==> src/rtl/descr_pkg.sv <==
package descr_pkg;
  typedef struct packed {
    logic seedMode;  // shift assumed-idle key into register
    logic clearKey;  // wipe key register (loss of lock)
    logic emit;      // produced bit is valid
  } descr_ctrl_t;
endpackage

==> src/rtl/descr_datapath.sv <==
module descr_datapath
  import descr_pkg::*;
#(
  parameter int LFSR_W  = 11,
  parameter int MID_TAP = 9
) (
  input  logic              clk,
  input  logic              rst,
  input  logic              sdIn,
  input  descr_ctrl_t       ctrl,
  output logic              descBit,
  output logic              outBit,
  output logic              outValid,
  output logic [LFSR_W-1:0] keyState
);
  localparam int HI_TAP = LFSR_W - 1;
  localparam int LO_TAP = MID_TAP - 1;

  logic keyBit;
  logic [LFSR_W-1:0] keyNext;

  assign keyBit  = keyState[HI_TAP] ^ keyState[LO_TAP];
  assign descBit = sdIn ^ keyBit;

  always_comb begin
    if (ctrl.clearKey)
      keyNext = '0;
    else if (ctrl.seedMode)
      keyNext = {keyState[LFSR_W-2:0], ~sdIn};
    else
      keyNext = {keyState[LFSR_W-2:0], keyBit};
  end

  always_ff @(posedge clk) begin
    if (rst) begin
      keyState <= '0;
      outBit   <= 1'b0;
      outValid <= 1'b0;
    end else begin
      keyState <= keyNext;
      outBit   <= descBit;
      outValid <= ctrl.emit;
    end
  end
endmodule

==> src/rtl/descr_control.sv <==
module descr_control
  import descr_pkg::*;
#(
  parameter int ACQ_RUN     = 60,
  parameter int HOLD_RUN    = 58,
  parameter int HOLD_CYCLES = 90250
) (
  input  logic        clk,
  input  logic        rst,
  input  logic        descBit,
  output descr_ctrl_t ctrl,
  output logic        locked
);
  localparam int RUN_MAX = (ACQ_RUN > HOLD_RUN) ? ACQ_RUN : HOLD_RUN;
  localparam int RUN_W   = $clog2(RUN_MAX + 1);
  localparam int HOLD_W  = $clog2(HOLD_CYCLES + 1);

  typedef enum logic {ST_ACQ, ST_LOCK} state_t;

  state_t            state;
  logic [RUN_W-1:0]  runCnt;
  logic [HOLD_W-1:0] holdCnt;
  logic              refresh;
  logic              expire;

  assign refresh = (state == ST_LOCK) && descBit && (runCnt == RUN_W'(HOLD_RUN - 1));
  assign expire  = (state == ST_LOCK) && !refresh && (holdCnt == HOLD_W'(HOLD_CYCLES - 1));

  always_comb begin
    ctrl.seedMode = (state == ST_ACQ);
    ctrl.clearKey = expire;
    ctrl.emit     = (state == ST_LOCK);
  end
  assign locked = (state == ST_LOCK);

  always_ff @(posedge clk) begin
    if (rst) begin
      state   <= ST_ACQ;
      runCnt  <= '0;
      holdCnt <= '0;
    end else if (state == ST_ACQ) begin
      holdCnt <= '0;
      if (!descBit) begin
        runCnt <= '0;
      end else if (runCnt == RUN_W'(ACQ_RUN - 1)) begin
        state  <= ST_LOCK;
        runCnt <= '0;
      end else begin
        runCnt <= runCnt + 1'b1;
      end
    end else begin
      if (refresh) begin
        holdCnt <= '0;
        runCnt  <= '0;
      end else if (expire) begin
        state   <= ST_ACQ;
        holdCnt <= '0;
        runCnt  <= '0;
      end else begin
        holdCnt <= holdCnt + 1'b1;
        runCnt  <= descBit ? runCnt + 1'b1 : '0;
      end
    end
  end
endmodule

==> src/rtl/idle_lock_descrambler.sv <==
module idle_lock_descrambler
  import descr_pkg::*;
#(
  parameter int LFSR_W      = 11,
  parameter int MID_TAP     = 9,
  parameter int ACQ_RUN     = 60,
  parameter int HOLD_RUN    = 58,
  parameter int HOLD_CYCLES = 90250
) (
  input  logic clk,
  input  logic rst,
  input  logic sdIn,
  output logic outBit,
  output logic validOut,
  output logic lockOut
);
  descr_ctrl_t       ctrlW;
  logic              descBitW;
  logic [LFSR_W-1:0] keyStateW;

  descr_control #(
    .ACQ_RUN(ACQ_RUN), .HOLD_RUN(HOLD_RUN), .HOLD_CYCLES(HOLD_CYCLES)
  ) uCtrl (
    .clk(clk), .rst(rst), .descBit(descBitW), .ctrl(ctrlW), .locked(lockOut)
  );

  descr_datapath #(
    .LFSR_W(LFSR_W), .MID_TAP(MID_TAP)
  ) uDp (
    .clk(clk), .rst(rst), .sdIn(sdIn), .ctrl(ctrlW), .descBit(descBitW),
    .outBit(outBit), .outValid(validOut), .keyState(keyStateW)
  );
endmodule

==> config.mk <==
export PLATFORM = sky130hd
export DESIGN_NAME = idle_lock_descrambler
export DESIGN_NICKNAME = d
export VERILOG_FILES = /design/src/rtl/descr_pkg.sv /design/src/rtl/descr_datapath.sv /design/src/rtl/descr_control.sv /design/src/rtl/idle_lock_descrambler.sv
export SDC_FILE = /design/constraint.sdc
export NUM_CORES = 1
export LEC_CHECK = 0
export BUFFER_PORTS_ARGS = -buffer_cell sky130_fd_sc_hd__buf_2
export CAP_MARGIN = 30
export CORE_MARGIN = 10
export CORE_UTILIZATION = 40
export CTS_BUF_LIST = sky130_fd_sc_hd__clkbuf_8
export CTS_CLUSTER_DIAMETER = 60
export CTS_CLUSTER_SIZE = 30
export DETAILED_ROUTE_END_ITERATION = 7
export GPL_TIMING_DRIVEN = 0
export HOLD_SLACK_MARGIN = 0.08
export SETUP_SLACK_MARGIN = 0.15
export SYNTH_ARGS = -nofsm -noshare
export SYNTH_HDL_FRONTEND = slang
export SYNTH_HIERARCHICAL = 1
export SYNTH_SLANG_ARGS = --single-unit
==> constraint.sdc <==
create_clock -name clk -period 2 [get_ports clk]
set_input_delay 0.5 -clock clk [delete_from_list [all_inputs] [get_ports clk]]
set_output_delay 0.5 -clock clk [all_outputs]
set_load 0.02 [all_outputs]
# Word level (Yosys, flattened, before mapping)
# Index checks and enable logic that the tools add are counted.
# classes
addsub	2
eq_ne	3
n_mux	12
bitwise_logic	4
n_reduce_logical	7
# ops
operator	count
6-bit two-way mux	6
17-bit by 1-bit adder with 17-bit output (second input constant)	1
17-bit == test (second input constant)	1
6-bit == test (second input constant)	2
6-bit by 1-bit adder with 6-bit output (second input constant)	1
1-bit two-way mux	6
1-bit logical AND	4
4-bit OR reduction	1
1-bit inverter	2
2-bit OR reduction	1
1-bit XOR	2
1-bit zero test	1
# word_totals
reg_bits	37
inputBits	3
word_cells	34

# Longest topological paths before layout
# Gate-level depths: netlist of run 1.
# depth
word_depth	10
ltp_mapped	8
depth_no_buf	7

# Modules after synthesis
# The synthesis of run 1 kept the hierarchy.
# modules_own_cells
module	instances	cells_per_inst	area_per_inst_um2	seq_area_each_um2
descr_control	1	126	1122.3	480.5
descr_datapath	1	33	401.6	260.2

# Least setup slack after synthesis of run 1
# Ideal clock, no wire load.
# synth_timing
path_type	reg2reg
from	register uCtrl.holdCnt[0]
to	register uCtrl.holdCnt[14]
setup_ns	0.073
t_arrival_ns	1.676
path_slack_ns	0.250
stages_incl_launch_ff	6
n_path_buf	0
period_less_slack_ns	1.750
cell_sequence	dfxtp_1 > ha_1 > nand2_1 > or4_4 > or3_1 > a21oi_1
# synth_between
elab_chain_len	3
elab_cells_between_ends	4
# synth_lines
item	line_no	rtl
from (decl)	descr_control.sv:22	logic [HOLD_W-1:0] holdCnt;
from (signal assigned)	descr_control.sv:60	holdCnt <= holdCnt + 1'b1;
parallel branches: the longest is 3 deep, another holds 17-bit by 1-bit adder with 17-bit output	-	
# Several ways; the timed one is not identified.
# A chain may end at the register's enable or synchronous reset.

# Final worst setup path of run 1
# layout_timing
from	register uCtrl.holdCnt[0]
to	register uCtrl.holdCnt[16]
# Same word-level chain as after synthesis.

==> results.sh, run 1 <==
export IMPL_status="completed"
export IMPL_clk_path_buf_depth=2
export IMPL_fin_worst_skew_ps=7.406
export IMPL_fin_setup_tns_ps=0
export IMPL_yosysUniqueCellTypes=35
export IMPL_gr_usage_met1=0.1027
export IMPL_fin_crit_sh=0.8790
export IMPL_fmax_ghz=0.5688
export IMPL_final_cells=221
export IMPL_cp_end_kind="flop"
export IMPL_arrival_ps=1970
export IMPL_crit_chain="ha_4 > nand2_1 > or4_4 > or3_1 > a21oi_1"
export IMPL_drive_above_1_share=0.2197
export IMPL_antenna_found_initial=0
export IMPL_synth_main_ff_cell="dfxtp_1"
export IMPL_whs_ps=424.2
export IMPL_slew_headroom=0.7808
export IMPL_ys_ff_latch=37
export IMPL_slowest_stage="or4_4"
export IMPL_syn_avg_cell_area_um2=9.585
export IMPL_cts_max_level=2
export IMPL_rsz0062_at_grt="false"
export IMPL_cts_tree="done"
export IMPL_power_density_nw_per_um2=795.3
export IMPL_routedWlPerCell_um=11.71
export IMPL_drtAntennaViolNets=0
export IMPL_grt_max_degree=13
export IMPL_first_iter_violations=21
export IMPL_grt_overflow=0
export IMPL_cap_violations=0
export IMPL_top_usage_layer="met2"
export IMPL_worstMarginPinSlew_ps=328.2
export IMPL_syn_area_um2=1524
export IMPL_n_antenna_cell=0
export IMPL_crit_path_max_fanout=6
export IMPL_crit_type="reg2reg"
export IMPL_drt_total_wl_mm=2.587
export IMPL_start_util=0.4163
export IMPL_critical_path_max_stage_delay_ps=530
export IMPL_viasPerCell=5.014
export IMPL_fin_crit_ps=1758
export IMPL_die_y_um=81.73
export IMPL_hpwl_mm=1.869
export IMPL_multi_input_area_um2=799.5
export IMPL_grt_pass1_vias=1083
export IMPL_regArea_um2=749.5
export IMPL_ios=6
export IMPL_cp_buffers_inverters=0
export IMPL_vdd_ir_drop_max_mv=0.4231
export IMPL_place_inst=212
export IMPL_grt_pass1_wl_mm=4.774
export IMPL_crit_family="simple AND/OR/NAND/NOR gates"
export IMPL_synthCells=159
export IMPL_die_area_um2=6679
export IMPL_synth_warning_count=6
export IMPL_synth_edf_count=0
export IMPL_num_vias=1108
export IMPL_cp_required_ps=2210
export IMPL_gr_usage_met3=0.03712
export IMPL_core_um2=3661
export IMPL_row_count=22
export IMPL_cts_sinks=37
export IMPL_holdCritPathClass="reg2reg"
export IMPL_pre_cts_slack_ps=-50.27
export IMPL_hold_buffers=0
export IMPL_first_pass_iters=4
export IMPL_numPortBuffers=5
export IMPL_numCtsBuffers=5
export IMPL_finish_net_count=179
export IMPL_setup_viol=0
export IMPL_drc=0
export IMPL_area_growth_pct=18.80
export IMPL_clk_pin_slew_ps=70
export IMPL_finalHoldViolCount=0
export IMPL_met2_usage=0.1458
export IMPL_fillers=352
export IMPL_insertion_delay_ps=290
export IMPL_syn_num_nets=166
export IMPL_async_reset_ff_frac=0
export IMPL_ys_seq_area_frac=0.4860
export IMPL_start_kind="flop"
export IMPL_slew_viol_final=0
export IMPL_grtUsageTotal=0.09225
export IMPL_gp_congestion=0.7416
export IMPL_setup_ws_ps=241.9
export IMPL_cts_root_buf="clkbuf_8"
export IMPL_leakage_nw=0.6336
export IMPL_die_width_um=81.73
## stage by stage
step                      instance area [µm²]  utilization  power, mW
after global routing                     1810       0.4945      1.499
after floorplan                          1524            -     0.7788
after CTS                                1770       0.4836      1.463
after global placement                   1609       0.4395     0.7873
after detailed placement                 1609       0.4395     0.7886
final                                    1810       0.4945      1.440
## kinds of logic after synthesis
| kind of cell | Yosys count | share of synthesized area |
|---|---|---|
| AND/OR/NAND/NOR | 76 | 0.2808 |
| XOR/XNOR | 18 | 0.1084 |
| multiplexers | 1 | 0.009849 |
| AO/OA/AOI/OAI | 13 | 0.05255 |
| adder cells (fa/ha/maj) | 4 | 0.03284 |
| flip-flops | 37 | 0.4860 |
| buffers and inverters | 10 | 0.02955 |
## cell usage in the layout, fill, tap and decap left out, types with 2 or more instances in the layout
cell type,synthesis,routed
dfxtp_1,37,32
nor4_1,2,2
inv_1,7,7
or3_1,3,3
nand2_1,7,7
nand4_4,1,2
buf_2,0,5
nor2_1,25,24
nor2b_1,2,2
nor3_1,4,4
dfxtp_2,0,4
a21oi_1,6,6
ha_1,4,3
nand3_1,9,8
xnor2_1,9,8
o21ai_0,3,3
clkbuf_8,0,6
xnor2_2,1,2
xor2_1,8,8
buf_4,2,3
nand4_1,4,4
and2_1,9,9
## worst paths after layout
kind / start / endpoint / slack [ps] / cells after the start
worst max-delay path: uCtrl/holdCnt[0]$_SDFF_PP0_ / uCtrl/holdCnt[16]$_SDFF_PP0_ / 240 / 5
worst min-delay path: uDp/keyState[4]$_SDFF_PP0_ / uDp/keyState[5]$_SDFF_PP0_ / 420 / 1
worst max register to register: uCtrl/holdCnt[0]$_SDFF_PP0_ / uCtrl/holdCnt[16]$_SDFF_PP0_ / 240 / 5
worst min register to register: uDp/keyState[4]$_SDFF_PP0_ / uDp/keyState[5]$_SDFF_PP0_ / 420 / 1
## timing repair
action,4_1_cts,5_1_grt
pin swaps,1,0
buffers inserted,1,0
hold endpoints to repair,0,0
gates resized for setup,7,13
setup endpoints to repair,28,30
## power by group
| part | switching [mW] | internal [mW] |
|---|---|---|
| Combinational | 0.0177 | 0.0130 |
| Clock | 0.260 | 0.405 |
| Sequential | 0.00257 | 0.741 |
| Total | 0.281 | 1.16 |
## cell usage after synthesis (all sizes together) (2+ instances only)
| library cell | count | area, µm² |
|---|---|---|
| a21oi | 6 | 30.03 |
| or4 | 2 | 18.77 |
| nand3 | 9 | 45.04 |
| nand2 | 7 | 26.28 |
| nand4 | 6 | 58.80 |
| xor2 | 8 | 70.07 |
| nor4 | 2 | 12.51 |
| and4b | 2 | 21.27 |
| nor2b | 2 | 12.51 |
| o21ai | 3 | 15.01 |
| and2 | 10 | 63.81 |
| buf | 2 | 15.01 |
| ha | 4 | 50.05 |
| xnor2 | 10 | 95.10 |
| or3 | 3 | 18.77 |
| dfxtp | 37 | 740.7 |
| nor3 | 4 | 20.02 |
| nor2 | 25 | 93.84 |
| inv | 7 | 26.28 |
## sequential cells by signal, indices dropped and copies added (netlist names)
signal         flops
uCtrl/locked       1
uDp/outValid       1
uCtrl/runCnt       6
uCtrl/holdCnt     17
uDp/outBit         1
uDp/keyState      11
## layout make-up
class | instances | share of cell area
inverter | 7 | 0.01451
multi-input combinational | 112 | 0.4416
sequential | 37 | 0.4140
tap | 48 | 0.03317
buffer | 3 | 0.01244
clock inverter | 2 | 0.02073
clock buffer | 6 | 0.04561
timing repair buffer | 6 | 0.01797
## layer usage
metal,vias to the layer above,part of all wire,routed length (µm)
li1,564,-,-
met3,6,0.053,138
met2,12,0.47,1228
met4,0,0.020,53
met1,526,0.45,1167
met5,-,0,0
(Power assumes the default switching activity.)
==> run 2, diff against run 1 <==
==> constraint.sdc (replaced) <==
create_clock -name clk -period 1.55 [get_ports clk]
set_input_delay 0.3875 -clock clk [delete_from_list [all_inputs] [get_ports clk]]
set_output_delay 0.3875 -clock clk [all_outputs]
set_load 0.02 [all_outputs]
==> run 2 against run 1 <==
  * The flow now finishes with violations (setup timing)
  * Sequential power increased by 27%
  * Largest power group unchanged
  * Setup slack got worse by 330 ps
  * Register-to-register slack worse by 330 ps
  * Global-route usage rose by 0.97 points
  * Power grew 14%
  * Final area up 17%
  * Clock-buffer cell count is 1 lower
  * Routed wire length grew 24%
  * Die area unchanged
  * Core utilization increased by 8.6 points
==> results.sh, run 2 (synthesis gave the netlist of run 1 again) <==
export IMPL_power_density_nw_per_um2=771.8
export IMPL_slowest_stage="or4_4"
export IMPL_cap_violations=0
export IMPL_grt_pass1_wl_mm=5.451
export IMPL_fin_crit_ps=1636
export IMPL_final_common_cell="dfxtp_1"
export IMPL_drc=0
export IMPL_r2r_end="uCtrl/holdCnt[14]$_SDFF_PP0_"
export IMPL_routedWlPerCell_um=13.26
export IMPL_die_y_um=81.73
export IMPL_slew_viol_final=0
export IMPL_arrival_ps=1850
export IMPL_numCtsBuffers=5
export IMPL_area_growth_pct=39.49
export IMPL_final_cell_mix="dfxtp_1, buf_4, nor2_1"
export IMPL_first_iter_violations=85
export IMPL_cp_startpoint="uCtrl/holdCnt[0]$_SDFF_PP0_"
export IMPL_start_kind="flop"
export IMPL_setup_viol=18
export IMPL_die_area_um2=6679
export IMPL_grt_max_degree=13
export IMPL_insertion_delay_ps=280
export IMPL_power_frac_clock=0.389
export IMPL_num_vias=1209
export IMPL_crit_type="reg2reg"
export IMPL_cp_required_ps=1760
export IMPL_core_um2=3661
export IMPL_worstHoldPathCells=2
export IMPL_cts_root_buf="clkbuf_8"
export IMPL_n_antenna_cell=0
export IMPL_cts_max_level=2
export IMPL_grt_pass1_vias=1220
export IMPL_status="complete, but fails checks"
export IMPL_cts_sinks=37
export IMPL_reg_largest_list="uCtrl/holdCnt: 17 flops, uDp/keyState: 11 flops, uCtrl/runCnt: 6 flops"
export IMPL_vdd_ir_drop_max_mv=0.4768
export IMPL_power_switching_share=0.2204
export IMPL_p_seq_frac=0.578
export IMPL_grt_overflow=0
export IMPL_hold_buffers=0
export IMPL_fmax_ghz=0.6112
export IMPL_rrSetupSlack_ps=-90
export IMPL_die_width_um=81.73
export IMPL_first_pass_iters=4
export IMPL_r2r_start="uCtrl/holdCnt[0]$_SDFF_PP0_"
export IMPL_critical_path_max_stage_delay_ps=510
export IMPL_cp_buffers_inverters=0
export IMPL_grtUsageTotal=0.1020
export IMPL_top_register="uCtrl/holdCnt"
export IMPL_worst_r2r_path_depth=5
export IMPL_holdCritPathClass="in2reg"
export IMPL_clk_path_buf_depth=2
export IMPL_leakage_nw=0.7442
export IMPL_setup_ws_ps=-86.02
export IMPL_finish_net_count=200
export IMPL_row_count=22
export IMPL_power_mw=1.641
export IMPL_crit_chain="ha_4 > nand2_2 > or4_4 > or3_4 > a21oi_2"
export IMPL_violations="setup timing"
export IMPL_cts_tree="done"
export IMPL_numPortBuffers=5
export IMPL_drt_total_wl_mm=3.208
export IMPL_drtAntennaViolNets=0
export IMPL_fin_worst_skew_ps=5.831
export IMPL_hp_start="rst"
export IMPL_start_util=0.4163
export IMPL_finalHoldViolCount=0
export IMPL_cp_end_kind="flop"
export IMPL_pwr_share_comb=0.033
export IMPL_fin_crit_sh=1.055
export IMPL_ios=6
export IMPL_largest_reg_flops=17
export IMPL_gp_congestion=0.7942
export IMPL_slew_headroom=0.7838
export IMPL_p_int_mw=1.279
export IMPL_rsz0062_at_grt="true"
export IMPL_clk_pin_slew_ps=70
export IMPL_hpwl_mm=1.890
export IMPL_pre_cts_slack_ps=-234.9
export IMPL_worstMarginPinSlew_ps=321.3
export IMPL_final_core_util=0.5807
export IMPL_antenna_found_initial=0
export IMPL_viasPerCell=4.996
export IMPL_drive_above_1_share=0.4588
export IMPL_min_to="uDp/outValid$_SDFF_PP0_"
export IMPL_crit_family="simple AND/OR/NAND/NOR gates"
export IMPL_crit_path_max_fanout=4
export IMPL_switchingPower_mw=0.3615
[run 2: routing by layer]
layer  GRT usage  wire [µm]  part of all wire
met5           0          0                 0
met4     0.04082         17            0.0053
met3     0.02948         91             0.028
met2      0.1740       1664              0.52
met1      0.1171       1435              0.45
[run 2: power by group through the flow]
stage | sequential, mW | combinational [mW] | clock, mW
after global placement | 0.975 | 0.0362 | 0
after detailed placement | 0.975 | 0.0377 | 0
final | 0.948 | 0.0547 | 0.638
after floorplan | 0.976 | 0.0229 | 0
after global routing | 0.948 | 0.0596 | 0.718
after CTS | 0.953 | 0.0526 | 0.673
[run 2: timing repair]
action / 4_1_cts / 5_1_grt
resized for setup: 28 / 24
setup endpoints to repair: 35 / 35
cloned: 2 / 0
pin swaps: 28 / 6
buffers inserted: 14 / 6
[run 2: worst max-delay path by stage]
stage | cells past startpoint | slack [ps] | to
floorplan | 5 | -50 | uCtrl/holdCnt[14]$_SDFF_PP0_
global placement | 7 | -190 | uCtrl/holdCnt[5]$_SDFF_PP0_
detailed placement | 7 | -230 | uCtrl/holdCnt[5]$_SDFF_PP0_
CTS | 5 | -130 | uCtrl/holdCnt[14]$_SDFF_PP0_
global route | 8 | -170 | uCtrl/runCnt[2]$_SDFF_PP0_
finish | 5 | -90 | uCtrl/holdCnt[14]$_SDFF_PP0_
[run 2: metrics by stage]
step	instances	setup TNS [ps]	instance area (µm²)	hold WS [ps]
2_1_floorplan	159	-104.9	1599	404.9
6_report	242	-685.7	2126	437.0
3_5_place_dp	212	-5351	1684	413.4
5_1_grt	242	-3070	2126	451.0
4_1_cts	236	-318.3	2007	426.2
3_3_place_gp	212	-4046	1684	411.1
[run 2: area by class of cell]
type	instances	area, µm²
Clock buffer	5	68.82
Multi-Input combinational cell	113	935.9
Fill cell	309	1535
Tap cell	48	60.06
Sequential cell	37	777.0
Clock inverter	3	18.77
Buffer	3	33.78
Timing Repair Buffer	26	205.2
Inverter	7	26.28
[run 2: worst register-to-register path, stage by stage, from the launching register on]
cell     delay [ps]
dfxtp_4         380
ha_4            140
nand2_2          70
or4_4           510
or3_4           350
a21oi_2         120
==> run 3, diff against run 2 <==
--- a/config.mk
+++ b/config.mk
@@ -15,6 +15,7 @@
 export DETAILED_ROUTE_END_ITERATION = 7
 export GPL_TIMING_DRIVEN = 0
 export HOLD_SLACK_MARGIN = 0.08
+export REMOVE_ABC_BUFFERS = 1
 export SETUP_SLACK_MARGIN = 0.15
 export SYNTH_ARGS = -nofsm -noshare
 export SYNTH_HDL_FRONTEND = slang
==> run 3 against run 2 <==
  * The flow still finishes with violations (setup timing)
  * Die area is the same
  * Combinational power grew 3%
  * Core utilization shrank 0.89 points
  * First-iteration DRC count shrank 49%
  * Critical path type unchanged
  * Critical endpoint is now uCtrl/holdCnt[15]$_SDFF_PP0_
  * Highest routed layer unchanged
==> results.sh, run 3 (synthesis gave the netlist of run 1 again) <==
export IMPL_status="complete, but fails checks"
export IMPL_violations="setup timing"
export IMPL_power_frac_clock=0.412
export IMPL_num_vias=1220
export IMPL_power_density_nw_per_um2=816.9
export IMPL_clk_path_buf_depth=2
export IMPL_arrival_ps=1850
export IMPL_route_met2_wl_mm=1.612
export IMPL_design_area_um2=2093
export IMPL_final_cells=239
export IMPL_setup_viol=12
export IMPL_final_cell_mix="dfxtp_1, nor2_1, buf_4"
export IMPL_die_y_um=81.73
export IMPL_p_seq_frac=0.555
export IMPL_fin_crit_ps=1623
export IMPL_p_int_mw=1.331
export IMPL_cp_required_ps=1770
export IMPL_grt_pass1_wl_mm=5.299
export IMPL_drc=0
export IMPL_cts_root_buf="clkbuf_8"
export IMPL_grt_max_degree=13
export IMPL_largest_reg_flops=17
export IMPL_fin_setup_tns_ps=-317.6
export IMPL_slew_viol_final=0
export IMPL_viasPerCell=5.105
export IMPL_cp_end_kind="flop"
export IMPL_drive_above_1_share=0.4241
export IMPL_r2r_start="uCtrl/holdCnt[6]$_SDFF_PP0_"
export IMPL_grt_overflow=0
export IMPL_ios=6
export IMPL_gp_congestion=0.7349
export IMPL_die_area_um2=6679
export IMPL_place_inst=209
export IMPL_drtAntennaViolNets=0
export IMPL_reg_largest_list="uCtrl/holdCnt: 17 flops, uDp/keyState: 11 flops, uCtrl/runCnt: 6 flops"
export IMPL_cts_sinks=37
export IMPL_cap_violations=0
export IMPL_start_util=0.4163
export IMPL_rrSetupSlack_ps=-70
export IMPL_drt_total_wl_mm=3.231
export IMPL_grtUsageTotal=0.1032
export IMPL_holdCritPathClass="in2reg"
export IMPL_slew_headroom=0.7721
export IMPL_setup_ws_ps=-73.46
export IMPL_top_register="uCtrl/holdCnt"
export IMPL_numCtsBuffers=5
export IMPL_worstMarginPinSlew_ps=341.8
export IMPL_grt_pass1_vias=1139
export IMPL_insertion_delay_ps=290
export IMPL_final_common_cell="dfxtp_1"
export IMPL_drt_met1_wl_mm=1.400
export IMPL_fin_crit_sh=1.047
export IMPL_fmax_ghz=0.6160
export IMPL_fin_worst_skew_ps=11.14
export IMPL_start_kind="flop"
export IMPL_rsz0062_at_grt="true"
export IMPL_die_width_um=81.73
export IMPL_crit_type="reg2reg"
export IMPL_row_count=22
export IMPL_antenna_found_initial=0
export IMPL_pwr_share_comb=0.033
export IMPL_finalHoldViolCount=0
export IMPL_wl_met3_um=156
export IMPL_place_area_um2=1590
export IMPL_area_growth_pct=37.36
export IMPL_pre_cts_slack_ps=-357.8
export IMPL_clk_pin_slew_ps=80
export IMPL_switchingPower_mw=0.3788
export IMPL_cts_max_level=2
export IMPL_hpwl_mm=1.689
export IMPL_vdd_ir_drop_max_mv=0.4638
export IMPL_fillers=303
export IMPL_first_pass_iters=4
export IMPL_numPortBuffers=5
export IMPL_n_antenna_cell=0
export IMPL_finish_net_count=197
export IMPL_highest_layer="met4"
export IMPL_leakage_nw=0.7393
export IMPL_core_um2=3661
export IMPL_crit_path_max_fanout=5
export IMPL_cp_startpoint="uCtrl/holdCnt[6]$_SDFF_PP0_"
export IMPL_first_iter_violations=43
export IMPL_cts_tree="done"
export IMPL_power_switching_share=0.2215
export IMPL_routedWlPerCell_um=13.52
export IMPL_hp_start="sdIn"
-- run 3: per-stage QoR --
step	util	hold WS, ps	total power [mW]
after floorplan	-	405.7	1.005
after global placement	0.4344	409.6	1.016
after detailed placement	0.4344	412.8	1.017
after CTS	0.5328	409.4	1.730
after global routing	0.5718	406.1	1.799
final	0.5718	414.2	1.710
-- run 3: path summary, 6_finish.rpt --
check                                                     to  cells after the start
worst max-delay path            uCtrl/holdCnt[15]$_SDFF_PP0_                      4
worst min-delay path              uDp/keyState[0]$_SDFF_PP0_                      3
worst max register to register  uCtrl/holdCnt[15]$_SDFF_PP0_                      4
worst min register to register    uDp/keyState[6]$_SDFF_PP0_                      1
-- run 3: worst max-delay path, cell delays in order, from the launching register on --
cell	delay [ps]
dfxtp_2	440
nand3_1	200
or4_1	450
or3_1	320
a21oi_1	150
-- run 3: final cells by class --
class                      count  area, µm²  share of cell area
sequential                    37      772.0              0.3688
timing repair buffer          24      178.9             0.08548
tap                           48      60.06             0.02869
clock buffer                   6      82.58             0.03945
multi-input combinational    115      959.7              0.4585
inverter                       7      26.28             0.01255
clock inverter                 2      13.76            0.006575
-- run 3: layer usage --
layer	global-route usage	vias to the layer above
met5	0	-
met4	0.04932	0
met3	0.04476	8
met2	0.1677	18
met1	0.1137	579
li1	-	615
-- run 3: power by group through the flow --
stage,clock network (mW),registers [mW],logic [mW]
floorplan,0,0.985,0.0201
global placement,0,0.984,0.0323
detailed placement,0,0.983,0.0333
CTS,0.728,0.953,0.0490
global route,0.788,0.950,0.0616
finish,0.704,0.949,0.0563
-- run 3: timing repair --
action | CTS | global route
pin swaps | 25 | 28
resized for setup | 38 | 24
cloned | 3 | 0
endpoints found under the setup margin | 35 | 35
endpoints found under the hold margin | 0 | 0
hold buffers | 0 | 0
buffers inserted | 12 | 7
